===== config.mk =====
export PLATFORM = sky130hd
export DESIGN_NAME = isa_io_bridge
export DESIGN_NICKNAME = d
export VERILOG_FILES = /design/src/rtl/isa_bridge_pkg.sv /design/src/rtl/isa_lane_swap.sv /design/src/rtl/isa_addr_fold.sv /design/src/rtl/isa_window_decode.sv /design/src/rtl/isa_io_bridge.sv
export SDC_FILE = /design/constraint.sdc
export NUM_CORES = 1
export LEC_CHECK = 0
export ABC_AREA = 1
export BUFFER_PORTS_ARGS = -buffer_cell sky130_fd_sc_hd__buf_2
export CAP_MARGIN = 20
export CELL_PAD_IN_SITES_DETAIL_PLACEMENT = 0
export CELL_PAD_IN_SITES_GLOBAL_PLACEMENT = 2
export CORE_MARGIN = 5
export CORE_UTILIZATION = 29
export DETAILED_ROUTE_END_ITERATION = 6
export PLACE_DENSITY_LB_ADDON = 0.1
export SLEW_MARGIN = 5
export SYNTH_ARGS = -nofsm -noshare
export SYNTH_HDL_FRONTEND = slang
export SYNTH_SLANG_ARGS = --single-unit

===== constraint.sdc =====
create_clock -name clk -period 4.96 [get_ports clk]
set_input_delay 0.248 -clock clk [delete_from_list [all_inputs] [get_ports clk]]
set_output_delay 0.248 -clock clk [all_outputs]
set_load 0.01 [all_outputs]

===== src/rtl/isa_bridge_pkg.sv =====
package isa_bridge_pkg;

   typedef enum logic [1:0] {
      SZ_BYTE = 2'd0,
      SZ_HALF = 2'd1,
      SZ_WORD = 2'd2,
      SZ_WIDE = 2'd3
   } xfer_size_e;

   typedef enum logic [1:0] {
      ST_IDLE = 2'd0,
      ST_WAIT = 2'd1,
      ST_RESP = 2'd2
   } bridge_state_e;

   // number of active byte lanes for a size code
   function automatic int size_bytes(input logic [1:0] sz);
      case (sz)
         SZ_BYTE: return 1;
         SZ_HALF: return 2;
         default: return 4;
      endcase
   endfunction

endpackage


===== src/rtl/isa_lane_swap.sv =====
module isa_lane_swap #(
   parameter int DATA_BYTES = 4
) (
   input  logic [1:0]              size,
   input  logic [8*DATA_BYTES-1:0] din,
   output logic [8*DATA_BYTES-1:0] dout
);
   import isa_bridge_pkg::*;

   initial begin
      assert (DATA_BYTES >= 4) else $error("isa_lane_swap: DATA_BYTES must be at least 4");
   end

   int active;
   always_comb active = size_bytes(size);

   for (genvar i = 0; i < DATA_BYTES; i++) begin : g_lane
      logic [7:0] lane_v;
      always_comb begin
         lane_v = 8'h00;
         for (int s = 0; s < DATA_BYTES; s++) begin
            if ((i < active) && (s == active - 1 - i)) lane_v = din[8*s +: 8];
         end
      end
      assign dout[8*i +: 8] = lane_v;
   end

endmodule


===== src/rtl/isa_addr_fold.sv =====
module isa_addr_fold #(
   parameter int ADDR_W     = 32,
   parameter int PORT_W     = 16,
   parameter bit SPARSE_EN  = 1'b1,
   parameter int LOW_BITS   = 5,
   parameter int PAGE_SHIFT = 12,
   parameter int PAGE_TOP   = 26
) (
   input  logic [ADDR_W-1:0] addr,
   input  logic              map_sparse,
   output logic [PORT_W-1:0] port
);
   localparam int DROP = PAGE_SHIFT - LOW_BITS;

   initial begin
      assert (PORT_W <= ADDR_W) else $error("isa_addr_fold: PORT_W exceeds ADDR_W");
      assert (PAGE_SHIFT > LOW_BITS) else $error("isa_addr_fold: page field overlaps low field");
      assert (PAGE_TOP < ADDR_W - 1) else $error("isa_addr_fold: PAGE_TOP out of range");
   end

   if (SPARSE_EN) begin : g_sparse
      localparam logic [ADDR_W-1:0] LOW_MASK  = (ADDR_W'(1) << LOW_BITS) - ADDR_W'(1);
      localparam logic [ADDR_W-1:0] PAGE_MASK =
         ((ADDR_W'(1) << (PAGE_TOP + 1)) - ADDR_W'(1)) & ~((ADDR_W'(1) << PAGE_SHIFT) - ADDR_W'(1));
      logic [ADDR_W-1:0] packed_v;
      always_comb begin
         packed_v = ((addr & PAGE_MASK) >> DROP) | (addr & LOW_MASK);
         port     = map_sparse ? packed_v[PORT_W-1:0] : addr[PORT_W-1:0];
      end
   end else begin : g_contig
      logic [ADDR_W-1:0] addr_all;
      always_comb begin
         addr_all = addr | {ADDR_W{map_sparse & 1'b0}};
         port     = addr_all[PORT_W-1:0];
      end
   end

endmodule


===== src/rtl/isa_window_decode.sv =====
module isa_window_decode #(
   parameter int                ADDR_W    = 32,
   parameter logic [ADDR_W-1:0] WIN_BASE  = 32'h8000_0000,
   parameter int                WIN_LOG2  = 23,
   parameter logic [ADDR_W-1:0] IACK_ADDR = 32'hBFFF_FFF0
) (
   input  logic [ADDR_W-1:0] addr,
   output logic              in_window,
   output logic              iack_exact
);
   initial begin
      assert (WIN_LOG2 < ADDR_W) else $error("isa_window_decode: window wider than address");
      assert ((WIN_BASE & ((ADDR_W'(1) << WIN_LOG2) - ADDR_W'(1))) == '0)
         else $error("isa_window_decode: window base not aligned to its span");
   end

   always_comb begin
      in_window  = (addr >> WIN_LOG2) == (WIN_BASE >> WIN_LOG2);
      iack_exact = (addr == IACK_ADDR);
   end

endmodule


===== src/rtl/isa_io_bridge.sv =====
module isa_io_bridge #(
   parameter int                ADDR_W     = 32,
   parameter int                DATA_BYTES = 4,
   parameter int                PORT_W     = 16,
   parameter int                VEC_W      = 8,
   parameter bit                SPARSE_EN  = 1'b1,
   parameter logic [ADDR_W-1:0] WIN_BASE   = 32'h8000_0000,
   parameter int                WIN_LOG2   = 23,
   parameter logic [ADDR_W-1:0] IACK_ADDR  = 32'hBFFF_FFF0
) (
   input  logic                    clk,
   input  logic                    rst_n,
   input  logic                    map_sparse,
   input  logic                    cpu_valid,
   output logic                    cpu_ready,
   input  logic [ADDR_W-1:0]       cpu_addr,
   input  logic                    cpu_write,
   input  logic [1:0]              cpu_size,
   input  logic [8*DATA_BYTES-1:0] cpu_wdata,
   output logic [8*DATA_BYTES-1:0] cpu_rdata,
   output logic                    io_valid,
   input  logic                    io_ready,
   output logic [PORT_W-1:0]       io_addr,
   output logic                    io_write,
   output logic [1:0]              io_size,
   output logic [8*DATA_BYTES-1:0] io_wdata,
   input  logic [8*DATA_BYTES-1:0] io_rdata,
   input  logic [VEC_W-1:0]        iack_vector,
   output logic                    iack_take
);
   import isa_bridge_pkg::*;

   localparam int DATA_W = 8 * DATA_BYTES;

   initial begin
      assert (VEC_W <= DATA_W) else $error("isa_io_bridge: vector wider than data path");
   end

   bridge_state_e       state_q;
   logic [PORT_W-1:0]   port_q;
   logic                write_q;
   logic [1:0]          size_q;
   logic [DATA_W-1:0]   wdata_q;
   logic [DATA_W-1:0]   rdata_q;

   logic                hit_win, hit_iack;
   logic [PORT_W-1:0]   port_d;
   logic [DATA_W-1:0]   wswap, rswap, vswap;
   logic                accept;

   isa_window_decode #(
      .ADDR_W(ADDR_W), .WIN_BASE(WIN_BASE), .WIN_LOG2(WIN_LOG2), .IACK_ADDR(IACK_ADDR)
   ) u_dec (
      .addr(cpu_addr), .in_window(hit_win), .iack_exact(hit_iack)
   );

   isa_addr_fold #(
      .ADDR_W(ADDR_W), .PORT_W(PORT_W), .SPARSE_EN(SPARSE_EN)
   ) u_fold (
      .addr(cpu_addr), .map_sparse(map_sparse), .port(port_d)
   );

   isa_lane_swap #(.DATA_BYTES(DATA_BYTES)) u_wswap (
      .size(cpu_size), .din(cpu_wdata), .dout(wswap)
   );

   isa_lane_swap #(.DATA_BYTES(DATA_BYTES)) u_rswap (
      .size(size_q), .din(io_rdata), .dout(rswap)
   );

   isa_lane_swap #(.DATA_BYTES(DATA_BYTES)) u_vswap (
      .size(cpu_size), .din(DATA_W'(iack_vector)), .dout(vswap)
   );

   always_comb begin
      accept    = (state_q == ST_IDLE) && cpu_valid;
      iack_take = accept && hit_iack && !cpu_write;
   end

   always_ff @(posedge clk or negedge rst_n) begin
      if (!rst_n) begin
         state_q <= ST_IDLE;
         port_q  <= '0;
         write_q <= 1'b0;
         size_q  <= 2'd0;
         wdata_q <= '0;
         rdata_q <= '0;
      end else begin
         case (state_q)
            ST_IDLE: begin
               if (cpu_valid) begin
                  if (hit_win) begin
                     port_q  <= port_d;
                     write_q <= cpu_write;
                     size_q  <= cpu_size;
                     wdata_q <= cpu_write ? wswap : '0;
                     rdata_q <= '0;
                     state_q <= ST_WAIT;
                  end else begin
                     rdata_q <= (hit_iack && !cpu_write) ? vswap : '0;
                     state_q <= ST_RESP;
                  end
               end
            end
            ST_WAIT: begin
               if (io_ready) begin
                  rdata_q <= write_q ? '0 : rswap;
                  state_q <= ST_RESP;
               end
            end
            default: state_q <= ST_IDLE;
         endcase
      end
   end

   always_comb begin
      io_valid  = (state_q == ST_WAIT);
      cpu_ready = (state_q == ST_RESP);
      io_addr   = port_q;
      io_write  = write_q;
      io_size   = size_q;
      io_wdata  = wdata_q;
      cpu_rdata = rdata_q;
   end

endmodule


==> results of run 1 <==
-- cell families after synthesis --
kind of cell,Yosys count
AND/OR/NAND/NOR,526
multiplexers,11
AO/OA/AOI/OAI,241
flip-flops,85
adder cells (fa/ha/maj),8
buffers and inverters,133
-- through the flow --
step	cell area, µm²	power, W	utilization (%)	setup WS (ns)
2_1_floorplan	6415	0.0009781	-	2.857
3_3_place_gp	7513	0.001183	34.43	1.810
3_5_place_dp	7513	0.001180	34.43	1.720
4_1_cts	7823	0.001908	35.84	1.725
5_1_grt	7825	0.001981	35.86	1.343
6_report	7825	0.001881	35.86	1.684
-- flip-flops by register name, summed over array words and instances, names as in the netlist --
| register | flops |
|---|---|
| io_wdata | 32 |
| io_write | 1 |
| io_size | 2 |
| state_q | 2 |
| io_addr | 16 |
| cpu_rdata | 32 |
-- worst max-delay path, cell delays in order, from the launching register on --
cell and delay [ns]:
dfrtp_1 0.57, inv_1 0.12, nand2_1 0.21, ha_1 0.83, nand2_1 0.16, inv_1 0.30, nand2_1 0.30, inv_1 0.25
a21oi_1 0.09, nand2_1 0.11, nand2_1 0.05, nor2_1 0.13, nor2_1 0.04
-- cells in the mapped netlist --
master / number
nor2b_1: 1
buf_4: 6
buf_2: 23
nand3_1: 46
clkbuf_1: 20
nand3_2: 1
mux2i_1: 11
inv_2: 6
buf_6: 3
o21ai_1: 20
o21bai_1: 8
nand4_1: 4
nand2_2: 5
ha_1: 8
o211ai_1: 16
a21oi_1: 104
nor2_4: 3
o221ai_1: 6
nor3_4: 1
o22ai_1: 17
nor2_8: 2
dfrtp_1: 85
nand2_4: 1
nor2_2: 8
nand3b_1: 1
a21oi_2: 1
nand2_1: 285
or2_1: 1
buf_1: 1
o21ai_0: 64
inv_1: 74
nor2_1: 161
o2111ai_1: 5
nor3_1: 6
-- layer usage --
layer  wire length (µm)  part of all wire (%)
met1              11940                    43
met5                 14                 0.050
met3               1385                   5.0
met2              13730                    49
met4                724                   2.6
-- area by class of cell --
type	instances	area [µm²]	area share [%]
antenna	1	2.502	0.03198
inverter	80	300.3	3.838
clock inverter	5	60.06	0.7675
clock buffer	10	239.0	3.054
multi-input combinational	786	3717	47.51
timing repair buffer	202	1028	13.14
tap	280	350.3	4.477
sequential	85	2127	27.18
-- how the worst min path moves through the flow --
stage | startpoint | end | slack, ns | cells after the start
floorplan | rst_n | cpu_rdata[0] | -0.05 | 0
global placement | rst_n | cpu_rdata[27] | 0.26 | 1
detailed placement | rst_n | cpu_rdata[27] | 0.26 | 1
CTS | cpu_addr[0] | io_addr[0] | 0.09 | 3
global route | cpu_addr[0] | io_addr[0] | 0.10 | 3
finish | cpu_addr[0] | io_addr[0] | 0.10 | 3
-- report_power, final --
part / leakage, nW / switching [W] / total [W] / internal, W
clock: 0.145 / 0.000314 / 0.000718 / 0.000404
combinational: 2.91 / 0.000264 / 0.000403 / 0.000139
sequential: 1.13 / 0.0000288 / 0.000760 / 0.000731
total: 4.18 / 0.000607 / 0.00188 / 0.00127
==> impl_results.md, run 1 <==
* Status: finished clean
* # clock sinks at 85
* P&R area growth vs syn at 21.98%
* Detailed Route Iter0 Violations at 406
* DRC at 0
* Post-synthesis sequential area ratio at 33.16%
* Fin Clk Skew at 0.01106 ns
* Cell count of the worst reg-to-reg path at 12
* CP Capture Type: register
* Fin. Hold Viols at 0
* Post-cts hold buffer count at 1
* RSZ-0062 raised after global routing: false
* MaxCap Viol Count at 0
* Busiest metal layer after global routing: met2
* Critical path startpoint: io_size[1]
* Die width at 158.7 µm
* Reg2Reg Setup Slack at 1.68 ns
* Fillers at 2470
* Port Buffers at 197
* Vias in the first global route at 7245
* Initial antenna violation count at 3
* Lkg Pwr at 4.184 nW
* Most frequent cells in the layout: nand2_1, buf_2, nor2_1, a21oi_1, dfrtp_1
* XOR/XNOR share of the synthesized area at 0%
* Max Freq at 0.3052 GHz
* CTS tree: done
* Synth Area in Compound Gates at 20.77%
* Die height at 158.7 µm
* Drt pass-1 iters at 5
* Clock Path Buffers at 2
* Fin nets at 1284
* Io pins at 198
* Worst setup endpoint: cpu_rdata[31]
* Max transition margin at 32.43%
* Initial Utilization at 29.39%
* Synth top area share at 33.16%
* Final min period at 3.276 ns
* Core outline area at 21820 µm²
* Worst skew pair latency at 0.35 ns
* Worst EP arrival at 3.51 ns
* Largest net degree at the start of global routing at 67
* Global Route met2 Usage at 36.57%
* Aggregate negative setup slack at 0 ns
* Via count at 7156
* Layout cells sized above 1 at 20.98%
* Rows at 54
* M3 GR Usage at 4.666%
* Simple-Gate Fraction of Synth Area at 33.86%
* Gr ovfl total at 0
* Gpl congestion at 0.8875
* Syn_area_per_cell at 6.389 µm²
* Synth area leader: dfrtp_1
* Seq cells post-synth at 85
* Hpwl dp at 21460 µm
* Distinct cell type count after synthesis at 34
* Total CTS buffers at 9
* Clk root buf: clkbuf_16
* Worst setup SP type: register
* Commonest non-fill, non-tap cell in the layout: nand2_1
* Wirelength per Cell at 19.18 µm
* WS Path Type: register to register
* Clk pin slew, worst setup/hold paths at 0.07 ns
* Vias/cell at 4.939
* Slew @ Worst Pin at 1.011 ns
* Final std cells w/o fill at 1449
* Worst-path maximum fanout at 25
* Max Slew Vio Count at 0
* Final hold slack at 0.1045 ns
* Critical path data required time at 5.19 ns
* Total die area at 25200 µm²
* Synthesized-area fraction occupied by adder cells at 1.560%
* Syn Nets at 1124
* Post-CTS Setup Repair Bufs at 0
* Synth warn at 0
* Mux share of post-synthesis cell area at 1.716%
* Worst vdd rail ir drop at 0.0001443 V
* Post-synthesis instance total at 1004
* Post-cts resize count at 0
* H-tree level count at 3
* Pwr/cell area at 240.4 nW/µm²
* Final cycle utilization of the critical path at 66.05%
* Post-route ant nets at 0
* Cells after DPL at 1432
* Post-synthesis cell area at 6415 µm²
* Reg2reg start: io_size[1]
* Critical R2R Capture: cpu_rdata[31]
* Hold Path Class: input pin to register
* Met1 Use GR at 26.20%
* First-pass GRT wire length at 42210 µm
* Final setup viols at 0
* Routed WL at 27790 µm
* GRT Resource Usage Total at 21.11%
* Largest family of logic cells by synthesized area: simple AND/OR/NAND/NOR gates
* Dominant cells by area after synthesis: dfrtp_1, nand2_1, nor2_1, a21oi_1, o21ai_0
No activity file was read; power rests on OpenSTA's default activity.
==> inputs of run 2 (changes only) <==
CORE_UTILIZATION = 24   (was 29)
clock period = 3 ns   (was 4.96 ns; I/O delays follow)
==> run 2 against run 1 <==
Net effect:
- global-route usage decreased by 1.3 points
- design area increased by 3.3%
- utilization decreased by 5.0 points
- die area increased by 19%
- clock skew decreased by 0.0016 ns
- register-to-register slack got worse by 1.3 ns
- final cell count increased by 5.5%
- sequential cell count unchanged
- largest power group unchanged
- highest routed layer unchanged
==> impl_results.md, run 2 (synthesis results as in run 1) <==
* Status: finished clean
* CTS tree: done
* Worst vdd rail ir drop at 0.0001965 V (+36%)
* Fin Clk Skew at 0.009477 ns (-0.001585 ns)
* Gr ovfl total at 0 (unchanged)
* Pwr/cell area at 377.4 nW/µm² (+57%)
* Register area at 2127 µm² (unchanged)
* First-pass GRT wire length at 46430 µm (+10%)
* Gpl congestion at 0.8413 (-5.2%)
* Wirelength per Cell at 19.79 µm (+3.2%)
* Lkg Pwr at 4.292 nW (+2.6%)
* Hpwl dp at 23960 µm (+12%)
* Clock Path Buffers at 2 (unchanged)
* Cell count of the worst reg-to-reg path at 12 (unchanged)
* Final setup viols at 0 (unchanged)
* Final cycle utilization of the critical path at 86.15% (+20 points)
* Layout cells sized above 1 at 22.19% (+1.2 points)
* Fin nets at 1309 (+1.9%)
* MaxCap Viol Count at 0 (unchanged)
* Vias/cell at 4.796 (-2.9%)
* Port Buffers at 197 (unchanged)
* Hold depth at 3 (unchanged)
* Drt pass-1 iters at 5 (unchanged)
* Post-cts resize count at 0 (unchanged)
* Die width at 173.5 µm (+9.3%)
* WS Path Type: register to register
* Detailed Route Iter0 Violations at 387 (-4.7%)
* GRT Resource Usage Total at 19.84% (-1.3 points)
* Final hold slack at 0.01570 ns (-0.08882 ns)
* Core outline area at 26210 µm² (+20%)
* Fillers at 3020 (+22%)
* N_diodes at 0 (-1)
* RSZ-0062 raised after global routing: false
* Critical R2R Capture: cpu_rdata[28]
* Post-CTS Setup Repair Bufs at 0 (unchanged)
* Post-route cell area at 8087 µm² (+3.3%)
* Fin. Hold Viols at 0 (unchanged)
* Final min period at 2.585 ns (-0.6918 ns)
* Commonest non-fill, non-tap cell in the layout: nand2_1
* Routed WL at 30270 µm (+8.9%)
* P&R area growth vs syn at 26.06%
* Largest net degree at the start of global routing at 56 (-16%)
* Worst setup SP type: register
* Most frequent cells in the layout: nand2_1, buf_2, nor2_1, a21oi_1, dfrtp_1
* Multi-input gate area at 3715 µm² (about the same)
* # clock sinks at 85 (unchanged)
* Placed instance area at 7762 µm² (+3.3%)
* WHS Endpoint: io_addr[1]
* Aggregate negative setup slack at 0 ns (unchanged)
* H-tree level count at 3 (unchanged)
* Total CTS buffers at 9 (unchanged)
* Clk pin slew, worst setup/hold paths at 0.07 ns (about the same)
* Via count at 7333 (+2.5%)
* Clk root buf: clkbuf_16
* Rows at 59 (+9.3%)
* Die height at 173.5 µm (+9.3%)
* Reg2Reg Setup Slack at 0.42 ns (-1.27 ns)
* Io pins at 198 (unchanged)
* Worst skew pair latency at 0.35 ns (about the same)
* Worst EP arrival at 2.83 ns (-0.68 ns)
* Slew @ Worst Pin at 0.8524 ns (-0.1587 ns)
* DRC at 0 (unchanged)
* Total die area at 30100 µm² (+19%)
* Hold Path Class: input pin to register
* Hold_sp: cpu_addr[1]
* Initial Utilization at 24.48% (-4.9 points)
* Worst-path maximum fanout at 12 (-52%)
* Initial antenna violation count at 1 (-2)
* Max Freq at 0.3869 GHz (+27%)
* Reg2reg start: io_size[1]
* Max transition margin at 43.17% (+11 points)
* Critical path data required time at 3.24 ns (-1.95 ns)
* Final design utilization at 30.86% (-5.0 points)
* Post-route ant nets at 0 (unchanged)
* Vias in the first global route at 7605 (+5.0%)
* Max Slew Vio Count at 0 (unchanged)
* CP Capture Type: register
## run 2: metrics by stage
stage | setup WS (ns) | std cells | power, W
after floorplan | 0.8967 | 1004 | 0.001617
after CTS | 0.4208 | 1529 | 0.003112
after global placement | 0.4913 | 1508 | 0.001996
after global routing | 0.1486 | 1529 | 0.003228
final | 0.4155 | 1529 | 0.003052
after detailed placement | 0.4100 | 1508 | 0.001994
## run 2: critical path, stage by stage, from the launching register on
cell     delay, ns
dfrtp_1       0.68
inv_1         0.13
nand2_1       0.28
ha_1          0.29
nand2_1       0.09
inv_1         0.28
nand2_1       0.13
inv_1         0.20
a21oi_1       0.09
nand2_1       0.10
nand2_1       0.05
nor2_1        0.12
nor2_1        0.04
## run 2: how the worst max path moves through the flow
stage | start | end | depth (start not counted)
finish | io_size[1] | cpu_rdata[28] | 12
global route | io_size[1] | cpu_rdata[28] | 12
CTS | io_size[1] | cpu_rdata[28] | 12
detailed placement | io_size[1] | cpu_rdata[28] | 12
global placement | io_size[1] | cpu_rdata[28] | 12
floorplan | io_size[1] | cpu_rdata[24] | 11
## run 2: what timing repair did
item	CTS	global route
hold endpoints to repair	58	0
endpoints found under the setup margin	0	0
hold buffers	5	0
## run 2: cell type report
cell class	instances	area share (%)
Multi-Input combinational cell	786	45.94
Sequential cell	85	26.30
Timing Repair Buffer	227	15.47
Tap cell	335	5.183
Inverter	80	3.713
Clock buffer	10	2.832
Clock inverter	6	0.5570
## run 2: report_power, final
part	leakage [nW]	internal (W)	switching, W	total, W
combinational	3.04	0.000252	0.000453	0.000704
sequential	1.13	0.00121	0.0000512	0.00126
clock	0.126	0.000567	0.000521	0.00109
## run 2: routing by layer
layer	wire length, µm	up-vias	global-route usage [%]
li1	-	3650	-
met1	12920	3466	24.06
met2	15290	192	36.02
met3	1530	23	4.100
met4	509	2	4.623
met5	13	-	0
==> inputs of run 3 (changes only) <==
CORE_UTILIZATION = 27   (was 24)
clock period = 2.9 ns   (was 3 ns; I/O delays follow)
==> run 3 against run 2 <==
Net effect:
- total power up 4.1%
- final cell count fell by 1.1%
- sequential power about the same
- wire length fell by 2.8%
- sequential share of layout area up 0.078 points
- register-to-register slack lost 0.03 ns
- utilization rose by 3.6 points
- clock power is 6% higher
- design area decreased by 0.29%
- first-iteration DRC count rose by 24%
- global-route usage is 2.0 points higher
==> impl_results.md, run 3 (synthesis results as in run 1) <==
* Slew @ Worst Pin at 0.7088 ns (-0.1436 ns)
* Gr ovfl total at 0 (unchanged)
* Die width at 164.1 µm (-5.4%)
* Initial antenna violation count at 2 (+1)
* P&R area growth vs syn at 25.69%
* Worst skew pair latency at 0.36 ns (about the same)
* Comb power frac at 22.8% (-0.3 points)
* CP Capture Type: register
* Clk pwr share at 36.5% (+0.8 points)
* Layout cells sized above 1 at 22.15% (-0.047 points)
* Critical path data required time at 3.14 ns (-0.10 ns)
* Io pins at 198 (unchanged)
* Commonest non-fill, non-tap cell in the layout: nand2_1
* Via count at 7306 (-0.37%)
* Initial Utilization at 27.41% (+2.9 points)
* Net Switching at 0.001077 W (+5.1%)
* Gpl congestion at 0.8734 (+3.8%)
* Clock Path Buffers at 2 (unchanged)
* Switch share at 33.88% (+0.30 points)
* Detailed Route Iter0 Violations at 479 (+24%)
* Slowest CP cell: dfrtp_1
* Worst setup SP type: register
* Core outline area at 23400 µm² (-11%)
* Hold Path Class: input pin to register
* CTS tree: done
* Drt pass-1 iters at 7 (+2)
* Total CTS buffers at 9 (unchanged)
* Hpwl dp at 22580 µm (-5.8%)
* GRT Resource Usage Total at 21.83% (+2.0 points)
* Final std cells w/o fill at 1512 (-1.1%)
* WS Path Type: register to register
* Hold depth at 2 (-1)
* Post-route ant nets at 0 (unchanged)
* Fin nets at 1307 (-0.15%)
* Vias in the first global route at 7411 (-2.6%)
* Status: finished clean
* Total die area at 26940 µm² (-10%)
* Rows at 56 (-5.1%)
* Vias/cell at 4.832 (+0.75%)
* H-tree level count at 3 (unchanged)
* Fin. Hold Viols at 0 (unchanged)
* Cell count of the worst reg-to-reg path at 12 (unchanged)
* Routed WL at 29430 µm (-2.8%)
* Clk pin slew, worst setup/hold paths at 0.08 ns (about the same)
* Worst EP arrival at 2.76 ns (-0.07 ns)
* Aggregate negative setup slack at 0 ns (unchanged)
* # clock sinks at 85 (unchanged)
* Max Slew Vio Count at 0 (unchanged)
* Worst path cell trace: inv_1 -> nand2_1 -> ha_1 -> nand2_1 -> inv_1 -> nand2_1 -> inv_1 -> a21oi_1 -> nand2_1 -> nand2_1 -> nor2_1 -> nor2_1
* Die height at 164.1 µm (-5.4%)
* Max Freq at 0.3976 GHz (+2.8%)
* Int Power at 0.002101 W (+3.7%)
* Lkg Pwr at 4.289 nW (about the same)
* Clk root buf: clkbuf_16
* Final min period at 2.515 ns (-0.06940 ns)
* Worst vdd rail ir drop at 0.0002369 V (+21%)
* CP dominant cell by count: nand2_1
* Pwr/cell area at 394.2 nW/µm² (+4.4%)
* Largest net degree at the start of global routing at 49 (-13%)
* Port Buffers at 197 (unchanged)
* Wirelength per Cell at 19.46 µm (-1.7%)
* First-pass GRT wire length at 44710 µm (-3.7%)
* Final setup viols at 0 (unchanged)
* Final cycle utilization of the critical path at 86.73% (+0.58 points)
* Max transition margin at 52.59% (+9.4 points)
* Most frequent cells in the layout: nand2_1, buf_2, nor2_1, a21oi_1, dfrtp_1
* MaxCap Viol Count at 0 (unchanged)
* Worst-path maximum fanout at 12 (unchanged)
* Sequential share of power at 40.7% (-0.6 points)
* DRC at 0 (unchanged)
* Cells after DPL at 1490 (-1.2%)
* Fin Clk Skew at 0.01059 ns (+0.001110 ns)
* RSZ-0062 raised after global routing: false
* CP peak stage delay at 0.65 ns (-0.03 ns)
-- run 3: final timing paths --
path	slack, ns	startpoint	endpoint
max	0.38	io_size[1]	cpu_rdata[31]
min	0.009	io_ready	state_q[0]
max reg2reg	0.38	io_size[1]	cpu_rdata[31]
min reg2reg	0.48	io_addr[3]	io_addr[3]
max in group asynchronous	1.83	rst_n	io_size[1]
min in group asynchronous	0.37	rst_n	cpu_rdata[2]
-- run 3: layer usage --
| metal | up-vias | routed length (µm) | global-route usage (%) |
|---|---|---|---|
| met4 | 2 | 758 | 6.672 |
| met5 | - | 20 | 0 |
| met1 | 3429 | 13120 | 28.32 |
| li1 | 3642 | - | - |
| met3 | 38 | 1435 | 4.216 |
| met2 | 195 | 14090 | 36.75 |
-- run 3: layout make-up --
| cell class | count | area [µm²] |
|---|---|---|
| Tap cell | 319 | 399.1 |
| Sequential cell | 85 | 2127 |
| Inverter | 80 | 300.3 |
| Multi-Input combinational cell | 786 | 3715 |
| Timing Repair Buffer | 225 | 1236 |
| Clock buffer | 9 | 225.2 |
| Fill cell | 2713 | 15340 |
| Clock inverter | 7 | 57.56 |
| Antenna cell | 1 | 2.502 |
-- run 3: power groups by stage --
stage,logic [W],registers (W),clock network (W)
2_1_floorplan,0.000335,0.00134,0
3_3_place_gp,0.000731,0.00132,0
3_5_place_dp,0.000725,0.00132,0
4_1_cts,0.000733,0.00129,0.00120
5_1_grt,0.000811,0.00130,0.00124
6_report,0.000725,0.00129,0.00116
-- run 3: timing repair --
| item | in CTS | in global routing |
|---|---|---|
| hold buffers | 5 | 0 |
| resized for setup | 0 | 0 |
| setup buffers | 0 | 0 |
| hold endpoints to repair | 41 | 0 |
-- run 3: critical path: cells and delay by family (launching register included) --
| family | cells | cell delay [ns] |
|---|---|---|
| flops | 1 | 0.65 |
| simple gates | 7 | 0.92 |
| buf+inv | 3 | 0.48 |
| fa+ha+maj | 1 | 0.26 |
| compound gates | 1 | 0.09 |
-- run 3: metrics by stage --
| stage | cell area (µm²) | setup WS (ns) | hold WS [ns] | power, W | util (%) |
|---|---|---|---|---|---|
| 4_1_cts | 8060 | 0.3877 | 0.00007047 | 0.003232 | 34.44 |
| 3_3_place_gp | 7727 | 0.4179 | 0.2103 | 0.002047 | 33.02 |
| 5_1_grt | 8060 | 0.1026 | 0.02138 | 0.003351 | 34.44 |
| 3_5_place_dp | 7727 | 0.3989 | 0.2155 | 0.002044 | 33.02 |
| 2_1_floorplan | 6415 | 0.7967 | -0.1506 | 0.001673 | - |
| 6_report | 8063 | 0.3849 | 0.008949 | 0.003178 | 34.45 |
